## src/rtl/rtc_cal_pkg.sv

```systemverilog
package rtc_cal_pkg;

    typedef enum logic [2:0] {
        A_SEC   = 3'd0,
        A_MIN   = 3'd1,
        A_HOUR  = 3'd2,
        A_DOW   = 3'd3,
        A_DATE  = 3'd4,
        A_MONTH = 3'd5,
        A_YEAR  = 3'd6,
        A_CTRL  = 3'd7
    } reg_addr_e;

    typedef struct packed {
        logic [7:0] year;
        logic [7:0] month;
        logic [7:0] date;
        logic [7:0] dow;
        logic [7:0] hour;
        logic [7:0] minute;
        logic [7:0] sec;
    } cal_t;

    typedef struct packed {
        logic [7:0] val;
        logic       carry;
    } hour_step_t;

    localparam logic [7:0] HOUR_12H_BIT = 8'h40;
    localparam logic [7:0] DAYS_PER_WEEK = 8'h07;

    // Add one to a packed two-digit BCD byte (no upper bound).
    function automatic logic [7:0] bcd_inc(input logic [7:0] v);
        if (v[3:0] == 4'h9) return {v[7:4] + 4'h1, 4'h0};
        return {v[7:4], v[3:0] + 4'h1};
    endfunction

    // Two-digit BCD year divisible by four.
    function automatic logic year_is_leap(input logic [7:0] y);
        logic [3:0] o;
        o = y[3:0];
        if (!y[4]) return (o == 4'h0) || (o == 4'h4) || (o == 4'h8);
        return (o == 4'h2) || (o == 4'h6);
    endfunction

    function automatic logic [7:0] last_day(input logic [7:0] m, input logic [7:0] y);
        case (m)
            8'h02:                      return year_is_leap(y) ? 8'h29 : 8'h28;
            8'h04, 8'h06, 8'h09, 8'h11: return 8'h30;
            default:                    return 8'h31;
        endcase
    endfunction

    // Advance the hour byte in either format, flagging a day carry.
    function automatic hour_step_t hour_adv(input logic [7:0] h);
        hour_step_t r;
        logic [7:0] low;
        low = bcd_inc({3'b000, h[4:0]});
        if (h[6]) begin
            if (h[4:0] == 5'h11) begin
                r.val   = {2'b01, ~h[5], 5'h12};
                r.carry = h[5];
            end else if (h[4:0] == 5'h12) begin
                r.val   = {2'b01, h[5], 5'h01};
                r.carry = 1'b0;
            end else begin
                r.val   = {2'b01, h[5], low[4:0]};
                r.carry = 1'b0;
            end
        end else begin
            r.val   = (h == 8'h23) ? 8'h00 : bcd_inc(h);
            r.carry = (h == 8'h23);
        end
        return r;
    endfunction

endpackage

```

## src/rtl/rtc_subsec.sv

```systemverilog
module rtc_subsec #(
    parameter int TICKS_PER_SEC = 256,
    localparam int CNT_W = (TICKS_PER_SEC > 2) ? $clog2(TICKS_PER_SEC) : 1
) (
    input  logic             clk,
    input  logic             rst,
    input  logic             sub_tick,
    input  logic             run,
    input  logic             clear,
    output logic [CNT_W-1:0] cnt,
    output logic             sec_step
);
    localparam logic [CNT_W-1:0] LAST = CNT_W'(TICKS_PER_SEC - 1);

    logic at_last;
    assign at_last  = (cnt == LAST);
    assign sec_step = run && sub_tick && !clear && at_last;

    always_ff @(posedge clk) begin
        if (rst || clear) begin
            cnt <= '0;
        end else if (run && sub_tick) begin
            cnt <= at_last ? '0 : cnt + CNT_W'(1);
        end
    end
endmodule

```

## src/rtl/rtc_tod_counter.sv

```systemverilog
module rtc_tod_counter
    import rtc_cal_pkg::*;
(
    input  logic       clk,
    input  logic       rst,
    input  logic       step,
    input  logic       wr_en,
    input  logic [2:0] wr_sel,
    input  logic [7:0] wr_data,
    output logic [7:0] sec_q,
    output logic [7:0] min_q,
    output logic [7:0] hour_q,
    output logic       day_carry
);
    localparam int N_SIXTY = 2;

    logic [7:0]       sixty_q [N_SIXTY];
    logic [N_SIXTY:0] wrap;
    hour_step_t       hs;

    assign wrap[0] = step;

    for (genvar g = 0; g < N_SIXTY; g++) begin : g_sixty
        assign wrap[g+1] = wrap[g] && (sixty_q[g] == 8'h59);
        always_ff @(posedge clk) begin
            if (rst) begin
                sixty_q[g] <= 8'h00;
            end else if (wr_en && wr_sel == 3'(g)) begin
                sixty_q[g] <= wr_data;
            end else if (wrap[g]) begin
                sixty_q[g] <= (sixty_q[g] == 8'h59) ? 8'h00 : bcd_inc(sixty_q[g]);
            end
        end
    end

    assign hs = hour_adv(hour_q);

    always_ff @(posedge clk) begin
        if (rst) begin
            hour_q <= 8'h00;
        end else if (wr_en && wr_sel == A_HOUR) begin
            hour_q <= wr_data;
        end else if (wrap[N_SIXTY]) begin
            hour_q <= hs.val;
        end
    end

    assign sec_q     = sixty_q[0];
    assign min_q     = sixty_q[1];
    assign day_carry = wrap[N_SIXTY] && hs.carry;
endmodule

```

## src/rtl/rtc_date_counter.sv

```systemverilog
module rtc_date_counter
    import rtc_cal_pkg::*;
(
    input  logic       clk,
    input  logic       rst,
    input  logic       day_step,
    input  logic       wr_en,
    input  logic [2:0] wr_sel,
    input  logic [7:0] wr_data,
    output logic [7:0] dow_q,
    output logic [7:0] date_q,
    output logic [7:0] month_q,
    output logic [7:0] year_q
);
    logic month_end, year_end;

    assign month_end = (date_q == last_day(month_q, year_q));
    assign year_end  = month_end && (month_q == 8'h12);

    always_ff @(posedge clk) begin
        if (rst) begin
            dow_q <= 8'h01;
        end else if (wr_en && wr_sel == A_DOW) begin
            dow_q <= wr_data;
        end else if (day_step) begin
            dow_q <= (dow_q == DAYS_PER_WEEK) ? 8'h01 : bcd_inc(dow_q);
        end
    end

    always_ff @(posedge clk) begin
        if (rst) begin
            date_q <= 8'h01;
        end else if (wr_en && wr_sel == A_DATE) begin
            date_q <= wr_data;
        end else if (day_step) begin
            date_q <= month_end ? 8'h01 : bcd_inc(date_q);
        end
    end

    always_ff @(posedge clk) begin
        if (rst) begin
            month_q <= 8'h01;
        end else if (wr_en && wr_sel == A_MONTH) begin
            month_q <= wr_data;
        end else if (day_step && month_end) begin
            month_q <= year_end ? 8'h01 : bcd_inc(month_q);
        end
    end

    always_ff @(posedge clk) begin
        if (rst) begin
            year_q <= 8'h00;
        end else if (wr_en && wr_sel == A_YEAR) begin
            year_q <= wr_data;
        end else if (day_step && year_end) begin
            year_q <= (year_q == 8'h99) ? 8'h00 : bcd_inc(year_q);
        end
    end
endmodule

```

## src/rtl/rtc_snapshot.sv

```systemverilog
module rtc_snapshot
    import rtc_cal_pkg::*;
(
    input  logic       clk,
    input  logic       rst,
    input  logic       latch,
    input  cal_t       live,
    input  logic [7:0] ctrl,
    input  logic [2:0] rd_addr,
    output cal_t       snap_q,
    output logic [7:0] rd_data
);
    always_ff @(posedge clk) begin
        if (rst) begin
            snap_q <= '{year: 8'h00, month: 8'h01, date: 8'h01, dow: 8'h01,
                        hour: 8'h00, minute: 8'h00, sec: 8'h00};
        end else if (latch) begin
            snap_q <= live;
        end
    end

    always_comb begin
        case (rd_addr)
            A_SEC:   rd_data = snap_q.sec;
            A_MIN:   rd_data = snap_q.minute;
            A_HOUR:  rd_data = snap_q.hour;
            A_DOW:   rd_data = snap_q.dow;
            A_DATE:  rd_data = snap_q.date;
            A_MONTH: rd_data = snap_q.month;
            A_YEAR:  rd_data = snap_q.year;
            default: rd_data = ctrl;
        endcase
    end
endmodule

```

## src/rtl/bcd_calendar_clock.sv

```systemverilog
module bcd_calendar_clock
    import rtc_cal_pkg::*;
#(
    parameter int TICKS_PER_SEC = 256
) (
    input  logic       clk,
    input  logic       rst,
    input  logic       sub_tick,
    input  logic       wr_en,
    input  logic [2:0] wr_addr,
    input  logic [7:0] wr_data,
    input  logic       rd_latch,
    input  logic [2:0] rd_addr,
    output logic [7:0] rd_data
);
    localparam int CNT_W = (TICKS_PER_SEC > 2) ? $clog2(TICKS_PER_SEC) : 1;

    logic             osc_off_q;
    logic             time_wr;
    logic             sec_step;
    logic             day_step;
    logic [CNT_W-1:0] presc_cnt;
    cal_t             cal_q;
    cal_t             snap_cal;

    assign time_wr = wr_en && (wr_addr != A_CTRL);

    always_ff @(posedge clk) begin
        if (rst) begin
            osc_off_q <= 1'b1;
        end else if (wr_en && wr_addr == A_CTRL) begin
            osc_off_q <= wr_data[7];
        end
    end

    rtc_subsec #(.TICKS_PER_SEC(TICKS_PER_SEC)) u_subsec (
        .clk      (clk),
        .rst      (rst),
        .sub_tick (sub_tick),
        .run      (!osc_off_q),
        .clear    (time_wr),
        .cnt      (presc_cnt),
        .sec_step (sec_step)
    );

    rtc_tod_counter u_tod (
        .clk       (clk),
        .rst       (rst),
        .step      (sec_step),
        .wr_en     (wr_en),
        .wr_sel    (wr_addr),
        .wr_data   (wr_data),
        .sec_q     (cal_q.sec),
        .min_q     (cal_q.minute),
        .hour_q    (cal_q.hour),
        .day_carry (day_step)
    );

    rtc_date_counter u_date (
        .clk      (clk),
        .rst      (rst),
        .day_step (day_step),
        .wr_en    (wr_en),
        .wr_sel   (wr_addr),
        .wr_data  (wr_data),
        .dow_q    (cal_q.dow),
        .date_q   (cal_q.date),
        .month_q  (cal_q.month),
        .year_q   (cal_q.year)
    );

    rtc_snapshot u_snap (
        .clk     (clk),
        .rst     (rst),
        .latch   (rd_latch),
        .live    (cal_q),
        .ctrl    ({osc_off_q, 7'b0}),
        .rd_addr (rd_addr),
        .snap_q  (snap_cal),
        .rd_data (rd_data)
    );
endmodule

```

## config.mk

```make
export PLATFORM = sky130hd
export DESIGN_NAME = bcd_calendar_clock
export DESIGN_NICKNAME = d
export VERILOG_FILES = /design/src/rtl/rtc_cal_pkg.sv /design/src/rtl/rtc_subsec.sv /design/src/rtl/rtc_tod_counter.sv /design/src/rtl/rtc_date_counter.sv /design/src/rtl/rtc_snapshot.sv /design/src/rtl/bcd_calendar_clock.sv
export SDC_FILE = /design/constraint.sdc
export NUM_CORES = 1
export LEC_CHECK = 0
export ABC_AREA = 1
export BUFFER_PORTS_ARGS = -buffer_cell sky130_fd_sc_hd__buf_2
export CORE_MARGIN = 4
export CORE_UTILIZATION = 35
export CTS_CLUSTER_DIAMETER = 150
export DETAILED_ROUTE_END_ITERATION = 12
export PLACE_DENSITY = 0.47
export SKIP_CTS_REPAIR_TIMING = 1
export SLEW_MARGIN = 10
export SYNTH_ARGS = -nofsm -noshare
export SYNTH_HDL_FRONTEND = slang
export SYNTH_HIERARCHICAL = 1
export SYNTH_SLANG_ARGS = --single-unit
export TNS_END_PERCENT = 1
```

## constraint.sdc

```tcl
create_clock -name clk -period 3.6 [get_ports clk]
set_clock_uncertainty 0.1 [all_clocks]
set_input_delay 0 -clock clk [delete_from_list [all_inputs] [get_ports clk]]
set_output_delay 0 -clock clk [all_outputs]
set_load 0.01 [all_outputs]
```

==> flow_results.org, run 1 <==
** Run status
- The checks that failed: hold timing.
- The run finished, with violations left.

** Pwr
- For this design the static power due to leakage is 3.618 nW.
- Maximum resistive drop on vdd :: 0.3365 mV
- Total Power Consumption :: 3.557 mW
- Pwr per Cell Area :: 422.9 nW/um^2

** Setup path
- On the critical path the largest part of the delay comes from simple AND/OR/NAND/NOR gates.
- End of the worst register-to-register path :: u_date/date_q[2]$_SDFFE_PP0P_
- Category of the worst setup path capture point :: register
- Crit-path cells :: ha_1 > nand2_1 > nor2_1 > nand3b_2 > nor2_1 > nand4_1 > nor2_4 > nand2_2 > nor3_1 > buf_4 > inv_1 > nand2_1 > inv_1 > nor2_4 > nand2_1 > a21oi_1
- Worst Setup Start Kind :: register
- Across all register-to-register paths, the minimum setup slack is 0.68 ns.
- By instance count, the cell type seen most on the critical path is sky130_fd_sc_hd__nand2_1.
- For the worst flop-to-flop path, the logic depth is 16.
- Critical path buffer and inverter count :: 3
- Type of the setup path with the least slack :: reg -> reg
- In this run the critical register-to-register path is launched from u_subsec/cnt[0]$_SDFFE_PP0P_.
- Peak fanout along the critical path :: 8
- Among all stages on the critical path, the largest delay is contributed by sky130_fd_sc_hd__dfxtp_1.
- In this design, the stage delay of the slowest critical-path cell is 0.36 ns.
- CP required :: 3.85 ns
- Data arrives at the worst endpoint at 3.16 ns.

** Placement
- Including well taps, the total number of placed cells is 1334.
- Summed over all nets, the half-perimeter wirelength after detailed placement is 15770 um.
- Post-detailed-placement cell area :: 7686 sq um
- Routability-driven placement finished with a final weighted congestion of 0.8517.
- Port Buffers :: 26
- Prior to clock tree synthesis, the placed netlist has a worst setup slack of 0.6870 ns.

** Floorplan
- For this configuration, the core starts out at a cell density of 0.3544.
- The floorplan has 53 rows.
- Die W :: 153.7 um
- Boundary pin count :: 27
- Die footprint :: 23610 sq um
- Core area :: 20960 sq um
- From bottom edge to top edge, the die measures 153.7 um.

** Worst hold path
- The path class of the tightest hold or removal check is in -> reg.
- The worst hold path terminates at u_date/dow_q[7]$_SDFFE_PP0P_.
- Along the worst hold path, the cell count comes to 4.
- The startpoint identified for the worst hold timing path is wr_addr[2].

** Yosys
- Synthesis produced 1062 cells.
- Among all cell types in the netlist, the one instantiated most often is sky130_fd_sc_hd__nor2_1.
- The average instance in the mapped netlist occupies 6.994 sq um.
- sky130_fd_sc_hd__dfxtp_1 takes more of the synthesized area than any other cell.
- After synthesis the cells add up to 7427 sq um.
- Of the post-synthesis cell area, the dominant cell type holds 0.2830.
- Number of synthesized flops with an enable pin :: 16
- For this run, the number of Yosys warnings is 6.
- In this run, synthesis produced a sequential element count of 121.
- Sequential share of the synthesized area :: 0.3477
- Sorting the synthesized cells by how often they occur yields 194 x sky130_fd_sc_hd__nor2_1, 179 x sky130_fd_sc_hd__nand2_1, 105 x sky130_fd_sc_hd__dfxtp_1.
- Leading post-synthesis cells by cell area :: sky130_fd_sc_hd__dfxtp_1 28%, sky130_fd_sc_hd__nor2_1 9.8%, sky130_fd_sc_hd__nand2_1 9.0%
- In the synthesized netlist the dominant register cell turns out to be sky130_fd_sc_hd__dfxtp_1.
- Share of synthesized flip-flops with an asynchronous set or reset :: 0
- Number of distinct library cells after synthesis :: 51

** Clocking
- CTS built an H-tree with a depth of 4.
- Clock tree synthesis inserted a total of 17 buffers.
- The tree is rooted in a sky130_fd_sc_hd__clkbuf_16.
- Clock-pin slew was measured on the worst setup and hold paths at 0.06 ns.
- TritonCTS built the clock tree.
- The clock reaches the later pin of the worst-skew pair after 0.42 ns.
- The longest clock path from root to sink contains 2 buffers.
- Clock tree synthesis found a total of 121 sinks.

** GRT
- Entering global routing, the biggest net connects 65 pins.
- The number of antenna violations at the first check in global routing came to 0.
- For this run, the total global-route usage over all layers was measured as 0.1874.
- The number of global-route vias before repair is 6386.
- Total gr overflow :: 0
- Wire length of the first global-routing pass :: 35310 um

** Timing
- Endpoints failing setup :: 0
- RSZ-0062 raised after global routing :: false
- The hold violation count in the final report came to 1.
- Final WS setup :: 0.6824 ns
- On the final layout, the worst hold slack is -0.01552 ns.
- Setup total negative slack on the finished layout was measured at 0 ns.
- For the pin with the worst max-slew slack, the measured transition is 0.8523 ns.
- The number of pins exceeding their max-slew limit in the final report is 0.
- Share of the clock period used by the worst path after layout :: 0.8104
- For this run, the top clock speed supported by timing is 342.8 MHz.
- Time the worst path needs with I/O delays and setup :: 2.918 ns
- Slew HR :: 0.4318

** Routing
- Post-Route WL :: 22110 um
- Routed WL per cell :: 16.04 um
- Iteration-0 DRC Markers :: 589
- Total via count after detailed routing :: 6887
- For this run, design rule violations remaining after detail routing come to 0.
- Once detail routing completed, the nets flagged for antenna violations numbered 0.
- 1st-pass router iterations :: 5
- Post-detailed-route via-to-cell ratio :: 4.998

** Cells and area
- With fillers left out, the area of the finished cells amounts to 8411 sq um.
- Area grow syn2layout :: 13.24%
- The number of antenna diodes in the final layout is 0.
- Counting the fill cells in the layout gives 2256.
- Ratio of cells with drive above 1 in the final layout :: 0.1215
- The count of cells in the finished layout, fillers not included, comes to 1378.
- Multi-input gate area in the final layout :: 4134 sq um
- The final layout contains 1132 nets.
- In the final layout, flip-flops and latches occupy 2582 sq um.

** Flow run
- Number of violations of the max-capacitance limit :: 0
per-layer routing:
metal / up-vias / routed length, um / GRT usage
met5: - / 0 / 0
met4: 0 / 224 / 0.04920
met3: 18 / 935 / 0.02618
met2: 165 / 9224 / 0.2747
met1: 3144 / 11730 / 0.2873
li1: 3560 / - / -
how the worst max path moves through the flow:
| stage | end | start | cells past startpoint |
|---|---|---|---|
| 2_1_floorplan | u_date/date_q[3]$_SDFFE_PP0P_ | u_subsec/cnt[0]$_SDFFE_PP0P_ | 15 |
| 3_3_place_gp | u_date/date_q[1]$_SDFFE_PP0P_ | u_subsec/cnt[0]$_SDFFE_PP0P_ | 16 |
| 3_5_place_dp | u_date/date_q[3]$_SDFFE_PP0P_ | u_subsec/cnt[0]$_SDFFE_PP0P_ | 16 |
| 4_1_cts | u_date/date_q[3]$_SDFFE_PP0P_ | u_subsec/cnt[0]$_SDFFE_PP0P_ | 16 |
| 5_1_grt | u_date/date_q[3]$_SDFFE_PP0P_ | u_subsec/cnt[0]$_SDFFE_PP0P_ | 16 |
| 6_report | u_date/date_q[2]$_SDFFE_PP0P_ | u_subsec/cnt[0]$_SDFFE_PP0P_ | 16 |
sequential cells by signal, summed over array words and instances (netlist names):
signal and flops:
u_date/date_q 8, u_tod/hour_q 8, u_date/dow_q 8, u_snap/snap_q 56
u_date/month_q 8, u_date/year_q 8, u_tod/sixty_q 16, osc_off_q 1
u_subsec/cnt 8
kinds of logic after synthesis:
kind of cell	synth area share
simple gates	0.3657
compound gates	0.1274
buf+inv	0.09872
flops	0.3477
fa+ha+maj	0.03875
xor+xnor	0.02123
other cells	0.0005049
per-stage QoR:
step,hold WS (ns),util
3_3_place_gp,0.2411,0.3668
5_1_grt,0.01154,0.4014
3_5_place_dp,0.2529,0.3668
6_report,-0.01552,0.4014
2_1_floorplan,-0.03093,-
4_1_cts,-0.1922,0.3956
worst reg2reg max path, delay by kind of cell, from the launching register on:
kind                       cells  cell delay [ns]
and+or+nand+nor               11             1.72
adders and majority gates      1             0.18
buffers and inverters          3             0.37
AOI/OAI and AO/OA              1             0.11
DFF                            1             0.36
cell usage in the layout, fill, tap and decap left out, drive strengths merged, types with 16 or more instances in the layout:
cell,instances
a21oi,49
buf,28
clkbuf,20
dfxtp,105
edfxtp,16
ha,23
inv,126
nand2,198
nand3,88
nand4,51
nor2,213
o21ai,90
o22ai,16
where the power goes:
group	total (mW)	internal, mW	switching [mW]
Clock	1.75	1.05	0.701
Combinational	0.332	0.100	0.231
Sequential	1.47	1.42	0.0507
final cells by class:
cell class                 instances  share of cell area
multi-input combinational        789              0.4915
inverter                         121             0.05713
sequential                       121              0.3071
clock inverter                    12             0.01488
tap                              275             0.04091
clock buffer                      20             0.05698
timing repair buffer              40             0.03154
Power figures use the tool's default switching activity.
==> run 2: changes to the inputs <==
==> constraint.sdc (replaced) <==
create_clock -name clk -period 2.7 [get_ports clk]
set_clock_uncertainty 0.1 [all_clocks]
set_input_delay 0 -clock clk [delete_from_list [all_inputs] [get_ports clk]]
set_output_delay 0 -clock clk [all_outputs]
set_load 0.01 [all_outputs]
==> flow_results.org, run 2 (synthesized netlist as in run 1, its figures left out) <==
** Placement
- DP Wirelength :: 15660 um (-0.65%)
- Port Buffers :: 26 (unchanged)
- Pre-CTS setup slack :: 0.01961 ns (-0.6674 ns)
- Global placement routability congestion :: 0.8242 (-3.2%)

** Pwr
- The total power draw was 4.768 mW (+34%).
- The areal power density over the cells is 552.2 nW/um^2 (+31%).
- Combinational cell fraction of total power :: 0.096 (+0.003)
- The switching component of the power is 1.277 mW (+30%).
- The static leakage came to 3.759 nW (+3.9%).
- Cell internal pwr :: 3.491 mW (+36%)
- The sequential group share of total power came to 0.411 (-0.003).
- Fraction of power consumed by the clock network :: 0.492 (about the same)
- The switching fraction of total power came to 0.2679 (-0.008505).
- The worst vdd rail ir drop is 0.4365 mV (+30%).

** Setup path
- Reg2reg setup slack :: 0.14 ns (-0.54 ns)
- The buffering stage count on the worst path with inverters included was 2 (-1).
- The worst setup path is captured at a register.
- In this run the critical register-to-register path is captured at u_date/year_q[4]$_SDFFE_PP0P_.
- Crit-path cells :: ha_4 > nand2_2 > nor2_4 > nand3b_4 > nor2_4 > nand4_1 > nor2_4 > nand2_4 > nor3_2 > buf_4 > buf_4 > nand4_4 > nand2_8 > nand2_1 > nand2_1 > nand2_1 > nor2_1
- The highest net fanout along the worst path is 6 (-2).
- The worst setup path is launched from a register.
- The number of cells on the worst reg-to-reg path is 17 (+1).
- Type of the setup path with the least slack :: reg -> reg
- Grouping stages by cell kind, the critical path spends the most delay in simple AND/OR/NAND/NOR gates.
- Largest stage delay on the critical path :: 0.35 ns (about the same)
- Slowest cell on the critical path :: sky130_fd_sc_hd__dfxtp_2
- The worst register-to-register path begins at u_subsec/cnt[1]$_SDFFE_PP0P_.
- WP data arrival :: 2.82 ns (-0.34 ns)
- The required time of the critical path is 2.96 ns (-0.89 ns).

** Floorplan
- The die span in x is 153.7 um (unchanged).
- The starting density of the core is 0.3544 (unchanged).
- Die footprint :: 23610 sq um (unchanged)
- The I/O pin count came to 27 (unchanged).
- Die span in y :: 153.7 um (unchanged)
- Count of standard-cell rows :: 53 (unchanged)
- Core area :: 20960 sq um (unchanged)

** Cells and area
- Inserted Diodes :: 0 (unchanged)
- Top library cells by usage in the layout, fill and taps aside :: 192 x sky130_fd_sc_hd__nor2_1, 175 x sky130_fd_sc_hd__nand2_1, 103 x sky130_fd_sc_hd__inv_1, 103 x sky130_fd_sc_hd__dfxtp_1, 81 x sky130_fd_sc_hd__nand3_1
- Leaving out fill and tap cells, the most frequent cell in the layout is sky130_fd_sc_hd__nor2_1.
- Ratio of cells with drive above 1 in the final layout :: 0.1453 (+0.02379)
- Net count of the finished layout :: 1152 (+1.8%)
- Relative to the synthesized area, the layout overhead comes to 16.27%.
- The flip-flop count of the largest register after layout was 56 (unchanged).
- Biggest register :: u_snap/snap_q
- The largest registers in the layout are u_snap/snap_q (56), u_tod/sixty_q (16).
- End-of-flow core utilization :: 0.4121 (+0.01075)

** Clocking
- CTS tree :: done
- Master cell of the clock root buffer :: sky130_fd_sc_hd__clkbuf_16
- Clock insertion delay at the later pin of the skew report :: 0.42 ns (about the same)
- Total clock sinks :: 121 (unchanged)
- Longest Clk Path Bufs :: 2 (unchanged)
- The total clock buffers created by CTS is 17 (unchanged).
- The number of levels in the clock H-tree came to 4 (unchanged).
- The clock-pin slew reported for the worst setup and hold paths after clock tree synthesis came to 0.06 ns (about the same).

** Timing
- Final hold viol count :: 4 (+3)
- The transition time of the tightest slew-check pin was 0.6886 ns (-0.1636 ns).
- Final WS setup :: 0.1399 ns (-0.5425 ns)
- Slew HR :: 0.5409 (+0.1091)
- Hold WS :: -0.02443 ns (-0.008916 ns)
- RSZ-0062 raised after global routing :: false
- The timing-limited maximum frequency came to 390.6 MHz (+14%).
- Setup total negative slack :: 0 ns (unchanged)
- The time the worst path needs with I/O delays and setup was 2.560 ns (-0.3575 ns).
- The share of the clock period used by the worst path is 0.9482 (+0.1378).
- Total count of max-transition violations in the final report :: 0 (unchanged)
- Endpoints failing setup :: 0 (unchanged)

** Routing
- The detailed-routing iteration count for the pre-antenna-repair pass is 5 (unchanged).
- The final routed wire length divided by cell count is 16.12 um (+0.46%).
- The via count normalized by instance count is 5.019 (+0.43%).
- The total DRC errors in the routed layout came to 0 (unchanged).
- The DRC violation total after the first TritonRoute iteration is 478 (-19%).
- The post-detailed-routing wire length came to 22520 um (+1.8%).
- The number of vias after detailed routing came to 7012 (+1.8%).
- The number of antenna-violating nets in the routed design came to 0 (unchanged).

** GRT
- The total congestion overflow after global routing was 0 (unchanged).
- Maximum number of pins on one net before global-route repair :: 65 (unchanged)
- Wire length of the first global-routing pass :: 35020 um (-0.82%)
- Number of antenna violations at the first check in global routing :: 0 (unchanged)
- The global-route usage over all layers came to 0.1860 (-0.001379).
- The number of global-route vias before repair was 6306 (-1.3%).

** Run status
- Violations in the final reports :: hold timing
- The run finished, with violations left.

** Worst hold path
- Worst Min Path Start :: wr_addr[2]
- The number of cells on the worst hold path is 4 (unchanged).
- Worst min path class :: in -> reg
- The path with the worst hold slack has its endpoint at u_date/dow_q[7]$_SDFFE_PP0P_.

** Flow run
- The number of violations of the max-capacitance limit was 0 (unchanged).
[run 2: cell count changes in the layout (fill, tap and decap cells not counted), moves of 2 or more]
cell,before,now
sky130_fd_sc_hd__clkinvlp_4,3,1
sky130_fd_sc_hd__clkbuf_16,19,17
sky130_fd_sc_hd__dfxtp_2,0,2
sky130_fd_sc_hd__dfxtp_1,105,103
sky130_fd_sc_hd__inv_4,3,5
sky130_fd_sc_hd__inv_6,6,4
sky130_fd_sc_hd__nand2_1,179,175
sky130_fd_sc_hd__nor2_1,194,192
sky130_fd_sc_hd__nor2_4,8,10
sky130_fd_sc_hd__clkinv_2,0,3
sky130_fd_sc_hd__buf_4,2,19
sky130_fd_sc_hd__bufinv_16,1,3
sky130_fd_sc_hd__nand2_2,13,17
[run 2: final cells by class]
class,instances,area [sq um]
sequential,121,2585
clock buffer,17,425.4
fill,2332,12320
timing repair buffer,58,402.9
inverter,121,483.0
tap,275,344.1
clock inverter,14,171.4
multi-input combinational,791,4224
[run 2: how the worst max path moves through the flow]
| stage | end | depth (start not counted) | start |
|---|---|---|---|
| 2_1_floorplan | u_date/date_q[3]$_SDFFE_PP0P_ | 15 | u_subsec/cnt[0]$_SDFFE_PP0P_ |
| 3_3_place_gp | u_date/date_q[4]$_SDFFE_PP0P_ | 17 | u_subsec/cnt[1]$_SDFFE_PP0P_ |
| 3_5_place_dp | u_date/dow_q[7]$_SDFFE_PP0P_ | 16 | u_subsec/cnt[1]$_SDFFE_PP0P_ |
| 4_1_cts | u_date/dow_q[5]$_SDFFE_PP0P_ | 16 | u_subsec/cnt[1]$_SDFFE_PP0P_ |
| 5_1_grt | u_date/year_q[4]$_SDFFE_PP0P_ | 17 | u_subsec/cnt[0]$_SDFFE_PP0P_ |
| 6_report | u_date/year_q[4]$_SDFFE_PP0P_ | 17 | u_subsec/cnt[1]$_SDFFE_PP0P_ |
[run 2: per-layer routing]
metal | track usage | share of wire | up-vias
met5 | 0 | 0 | -
met4 | 0.04626 | 0.012 | 0
met3 | 0.03349 | 0.048 | 15
met2 | 0.2666 | 0.42 | 177
met1 | 0.2867 | 0.52 | 3217
li1 | - | - | 3603
[run 2: worst register-to-register path, stage by stage (launching register included)]
cell	delay [ns]
sky130_fd_sc_hd__dfxtp_2	0.35
sky130_fd_sc_hd__ha_4	0.14
sky130_fd_sc_hd__nand2_2	0.08
sky130_fd_sc_hd__nor2_4	0.15
sky130_fd_sc_hd__nand3b_4	0.11
sky130_fd_sc_hd__nor2_4	0.13
sky130_fd_sc_hd__nand4_1	0.16
sky130_fd_sc_hd__nor2_4	0.19
sky130_fd_sc_hd__nand2_4	0.06
sky130_fd_sc_hd__nor3_2	0.14
sky130_fd_sc_hd__buf_4	0.16
sky130_fd_sc_hd__buf_4	0.12
sky130_fd_sc_hd__nand4_4	0.17
sky130_fd_sc_hd__nand2_8	0.15
sky130_fd_sc_hd__nand2_1	0.07
sky130_fd_sc_hd__nand2_1	0.07
sky130_fd_sc_hd__nand2_1	0.05
sky130_fd_sc_hd__nor2_1	0.10
[run 2: metrics by stage]
stage | hold WS [ns] | cells | instance area, sq um
final | -0.02443 | 1397 | 8636
after CTS | -0.2056 | 1373 | 8348
after global routing | 0.004423 | 1397 | 8636
after floorplan | -0.03093 | 1068 | 7455
after detailed placement | 0.2389 | 1342 | 7751
after global placement | 0.2380 | 1342 | 7751
[run 2: power groups by stage]
stage / clock, mW / combinational [mW] / sequential (mW)
after floorplan: 0 / 0.316 / 1.97
after global placement: 0 / 0.440 / 2.00
after detailed placement: 0 / 0.438 / 2.00
after CTS: 2.40 / 0.442 / 1.96
after global routing: 2.48 / 0.515 / 1.97
final: 2.35 / 0.459 / 1.96
==> run 3: changes to the inputs <==
--- a/config.mk
+++ b/config.mk
@@ -7,6 +7,7 @@
 export LEC_CHECK = 0
 export ABC_AREA = 1
 export BUFFER_PORTS_ARGS = -buffer_cell sky130_fd_sc_hd__buf_2
+export CAP_MARGIN = 20
 export CORE_MARGIN = 4
 export CORE_UTILIZATION = 35
 export CTS_CLUSTER_DIAMETER = 150
@@ -16,6 +17,5 @@
 export SLEW_MARGIN = 10
 export SYNTH_ARGS = -nofsm -noshare
 export SYNTH_HDL_FRONTEND = slang
-export SYNTH_HIERARCHICAL = 1
 export SYNTH_SLANG_ARGS = --single-unit
 export TNS_END_PERCENT = 1
==> flow_results.org, run 3 <==
** Yosys
- The cell area after technology mapping was 6610 sq um (-11%).
- The number of synthesized flops with an enable pin is 16 (unchanged).
- Cell types with the highest counts after synthesis :: 147 x sky130_fd_sc_hd__nand2_1, 108 x sky130_fd_sc_hd__inv_1, 105 x sky130_fd_sc_hd__dfxtp_1
- The largest total area in the synthesized netlist belongs to sky130_fd_sc_hd__dfxtp_1.
- The number of different library cells in the post-synthesis netlist is 43 (-16%).
- The average cell area after synthesis is 7.304 sq um (+4.4%).
- Area share of the leading cell type in the synthesized netlist :: 0.3180 (+0.03498)
- Number of warnings issued by yosys :: 0 (-6)
- Share of synthesized flip-flops with an asynchronous set or reset :: 0 (unchanged)
- Dominant register cell in the synthesized netlist :: sky130_fd_sc_hd__dfxtp_1
- Sequential share of the synthesized area :: 0.3907 (+0.04298)
- The gate count after technology mapping came to 905 (-15%).
- Register bit total from synthesis :: 121 (unchanged)
- Most instantiated library cell after synthesis :: sky130_fd_sc_hd__nand2_1
- Post-synth net total :: 945
- Sorting the synthesized cells by area gives the leading types as sky130_fd_sc_hd__dfxtp_1 32%, sky130_fd_sc_hd__nand2_1 8.3%, sky130_fd_sc_hd__edfxtp_1 7.3%.

** Routing
- 1st-pass router iterations :: 5 (unchanged)
- Post-route DRC violation count :: 0 (unchanged)
- Total via count after detailed routing :: 6148 (-12%)
- Routed WL per cell :: 17.26 um (+7.1%)
- Post-detailed-route via-to-cell ratio :: 5.158 (+2.8%)
- The DRC violation total after the first TritonRoute iteration was 630 (+32%).
- The post-detailed-routing wire length is 20580 um (-8.6%).
- Post-DRT Antenna Nets :: 0 (unchanged)

** Clocking
- The deepest clock path buffer count came to 2 (unchanged).
- Clock insertion delay at the later pin of the skew report :: 0.41 ns (about the same)
- TritonCTS built the clock tree.
- The TritonCTS sink count came to 121 (unchanged).
- Master cell of the clock root buffer :: sky130_fd_sc_hd__clkbuf_16
- The clock-pin slew reported for the worst setup and hold paths after clock tree synthesis is 0.06 ns (about the same).
- The total clock buffers created by CTS is 17 (unchanged).
- The number of levels in the clock H-tree came to 4 (unchanged).

** Placement
- Global placement routability congestion :: 0.8580 (+4.1%)
- Port Buffers :: 26 (unchanged)
- DP Wirelength :: 14790 um (-5.6%)

** GRT
- The number of global-route vias before repair is 5747 (-8.9%).
- Wire length of the first global-routing pass :: 32420 um (-7.4%)
- The maximum number of pins on one net before global-route repair is 54 (-17%).
- The global-route usage over all layers was 0.1943 (+0.008321).
- Number of antenna violations at the first check in global routing :: 0 (unchanged)
- Total gr overflow :: 0 (unchanged)

** Cells and area
- Inserted Diodes :: 0 (unchanged)
- Relative to the synthesized area, the layout overhead comes to 16.75%.
- Regs by FF count :: u_snap.snap_q (56), u_tod.sixty_q (16)
- Biggest register :: u_snap.snap_q
- The number of nets in the finished design came to 990 (-14%).
- The library cells used most frequently in the layout, excluding fill and tap cells, are 147 x sky130_fd_sc_hd__nand2_1, 107 x sky130_fd_sc_hd__inv_1, 105 x sky130_fd_sc_hd__dfxtp_1.
- The flip-flop count of the largest register after layout is 56 (unchanged).
- The share of cells above drive strength 1 was 0.1225 (-0.02274).
- Leading cell type in the layout, fill and taps excluded :: sky130_fd_sc_hd__nand2_1

** Setup path
- WP data arrival :: 2.56 ns (-0.26 ns)
- The flop-to-flop setup slack came to 0.32 ns (+0.18 ns).
- The critical path in this run is classified as reg -> reg.
- The highest net fanout along the worst path came to 12 (+6).
- The worst setup path is captured at a register.
- The required time of the critical path came to 2.88 ns (-0.08 ns).
- Worst Setup Start Kind :: register

** Floorplan
- The area inside the core boundary came to 18270 sq um (-13%).
- Count of standard-cell rows :: 49 (-7.5%)
- The die area was 21150 sq um (-10%).
- Boundary pin count :: 27 (unchanged)
- The die span in x came to 145.4 um (-5.4%).
- Die span in y :: 145.4 um (-5.4%)
- The starting density of the core came to 0.3618 (+0.007369).

** Run status
- Violations in the final reports :: hold timing
- Run status :: complete, but fails checks

** Timing
- Hold WS :: -0.0003825 ns (+0.02405 ns)
- The time the worst path needs with I/O delays and setup is 2.384 ns (-0.1759 ns).
- The number of pins exceeding their max-slew limit in the final report was 0 (unchanged).
- Setup total negative slack :: 0 ns (unchanged)
- The hold violation count in the final report came to 1 (-3).
- Endpoints failing setup :: 0 (unchanged)
- The timing-limited maximum frequency was 419.4 MHz (+7.4%).
- Least-Margin Pin Slew :: 0.6802 ns (-0.008438 ns)
- Slew HR :: 0.5438 (+0.002822)
- Share of the clock period used by the worst path after layout :: 0.8831 (-0.06513)
- RSZ-0062 raised after global routing :: false

** Pwr
- The switching component of the power is 1.131 mW (-11%).
- Fraction of power consumed by the clock network :: 0.490 (-0.002)
- The worst vdd rail ir drop came to 0.3599 mV (-18%).
- The sequential group share of total power came to 0.425 (+0.014).
- Total Power Consumption :: 4.606 mW (-3.4%)
- The switching fraction of total power is 0.2455 (-0.02240).
- The static leakage came to 3.155 nW (-16%).
- Cell internal pwr :: 3.476 mW (-0.44%)
- Combinational cell fraction of total power :: 0.085 (-0.011)
- Pwr per Cell Area :: 596.9 nW/um^2 (+8.1%)

** Worst hold path
- Worst min path class :: in -> reg

** Flow run
- Number of violations of the max-capacitance limit :: 0 (unchanged)
==> run 3: changes by cell type after synthesis, sizes merged, moves of 8 or more <==
cell and change:
clkbuf +11, a21oi +34, inv -8, nand2 -34, o21ai +10, buf -23
nor2 -103, nand4 -31, nand3 -35
==> run 3: path summary, 6_finish.rpt <==
| kind | startpoint | endpoint | cells past startpoint |
|---|---|---|---|
| setup / recovery | u_tod.sixty_q[1][1]$_SDFFCE_PN0P_ | u_date.month_q[0]$_SDFFE_PP1P_ | 13 |
| hold / removal | wr_addr[2] | osc_off_q$_SDFFE_PP1P_ | 5 |
| setup reg to reg | u_tod.sixty_q[1][1]$_SDFFCE_PN0P_ | u_date.month_q[0]$_SDFFE_PP1P_ | 13 |
| hold reg to reg | u_snap.snap_q[54]$_SDFFE_PP0P_ | u_snap.snap_q[54]$_SDFFE_PP0P_ | 2 |
==> run 3: layer usage <==
metal,vias up,share of wire,GRT usage
li1,3142,-,-
met1,2876,0.50,0.2817
met2,120,0.44,0.2919
met3,10,0.049,0.04453
met4,0,0.0099,0.04986
met5,-,0,0
==> run 3: critical path: stages (launching register included) <==
cell and delay [ns]:
sky130_fd_sc_hd__edfxtp_1 0.41, sky130_fd_sc_hd__inv_1 0.10, sky130_fd_sc_hd__ha_1 0.14, sky130_fd_sc_hd__nand2_1 0.06, sky130_fd_sc_hd__nor2_2 0.12, sky130_fd_sc_hd__inv_1 0.08, sky130_fd_sc_hd__nor2_1 0.24, sky130_fd_sc_hd__nand3_2 0.17
sky130_fd_sc_hd__nor2_4 0.26, sky130_fd_sc_hd__nand3_2 0.13, sky130_fd_sc_hd__nand2_2 0.20, sky130_fd_sc_hd__inv_1 0.10, sky130_fd_sc_hd__nand2_1 0.07, sky130_fd_sc_hd__nand3_1 0.07
==> run 3: logic make-up (layout without fill, tap and decap cells) <==
logic type	after synthesis	in the layout	synth area share
xor+xnor	27	27	0.03578
buf+inv	139	197	0.08158
fa+ha+maj	21	21	0.03975
flops	121	121	0.3907
simple gates	359	359	0.2495
compound gates	238	238	0.2027
==> run 3: final cells by class <==
type | instances | area (sq um)
clock buffer | 24 | 491.7
multi-input combinational | 645 | 3488
tap | 229 | 286.5
clock inverter | 8 | 92.59
sequential | 121 | 2582
timing repair buffer | 51 | 347.8
inverter | 114 | 427.9
fill | 1957 | 10550
==> run 3: through the flow <==
step	worst slack [ns]	hold slack [ns]	utilization	area, sq um	cells
floorplan	0.6809	0.02642	-	6610	905
global placement	0.4278	0.2351	0.3839	7013	1148
detailed placement	0.3246	0.2399	0.3839	7013	1148
CTS	0.3141	-0.1999	0.4158	7597	1180
global route	0.08212	0.03329	0.4224	7717	1192
finish	0.3158	-0.0003825	0.4224	7717	1192
==> run 3: power by group through the flow <==
stage / clock [mW] / sequential (mW) / combinational, mW
6_report: 2.26 / 1.96 / 0.394
5_1_grt: 2.38 / 1.96 / 0.442
4_1_cts: 2.30 / 1.95 / 0.382
3_5_place_dp: 0 / 1.99 / 0.379
3_3_place_gp: 0 / 1.99 / 0.385
2_1_floorplan: 0 / 1.97 / 0.242
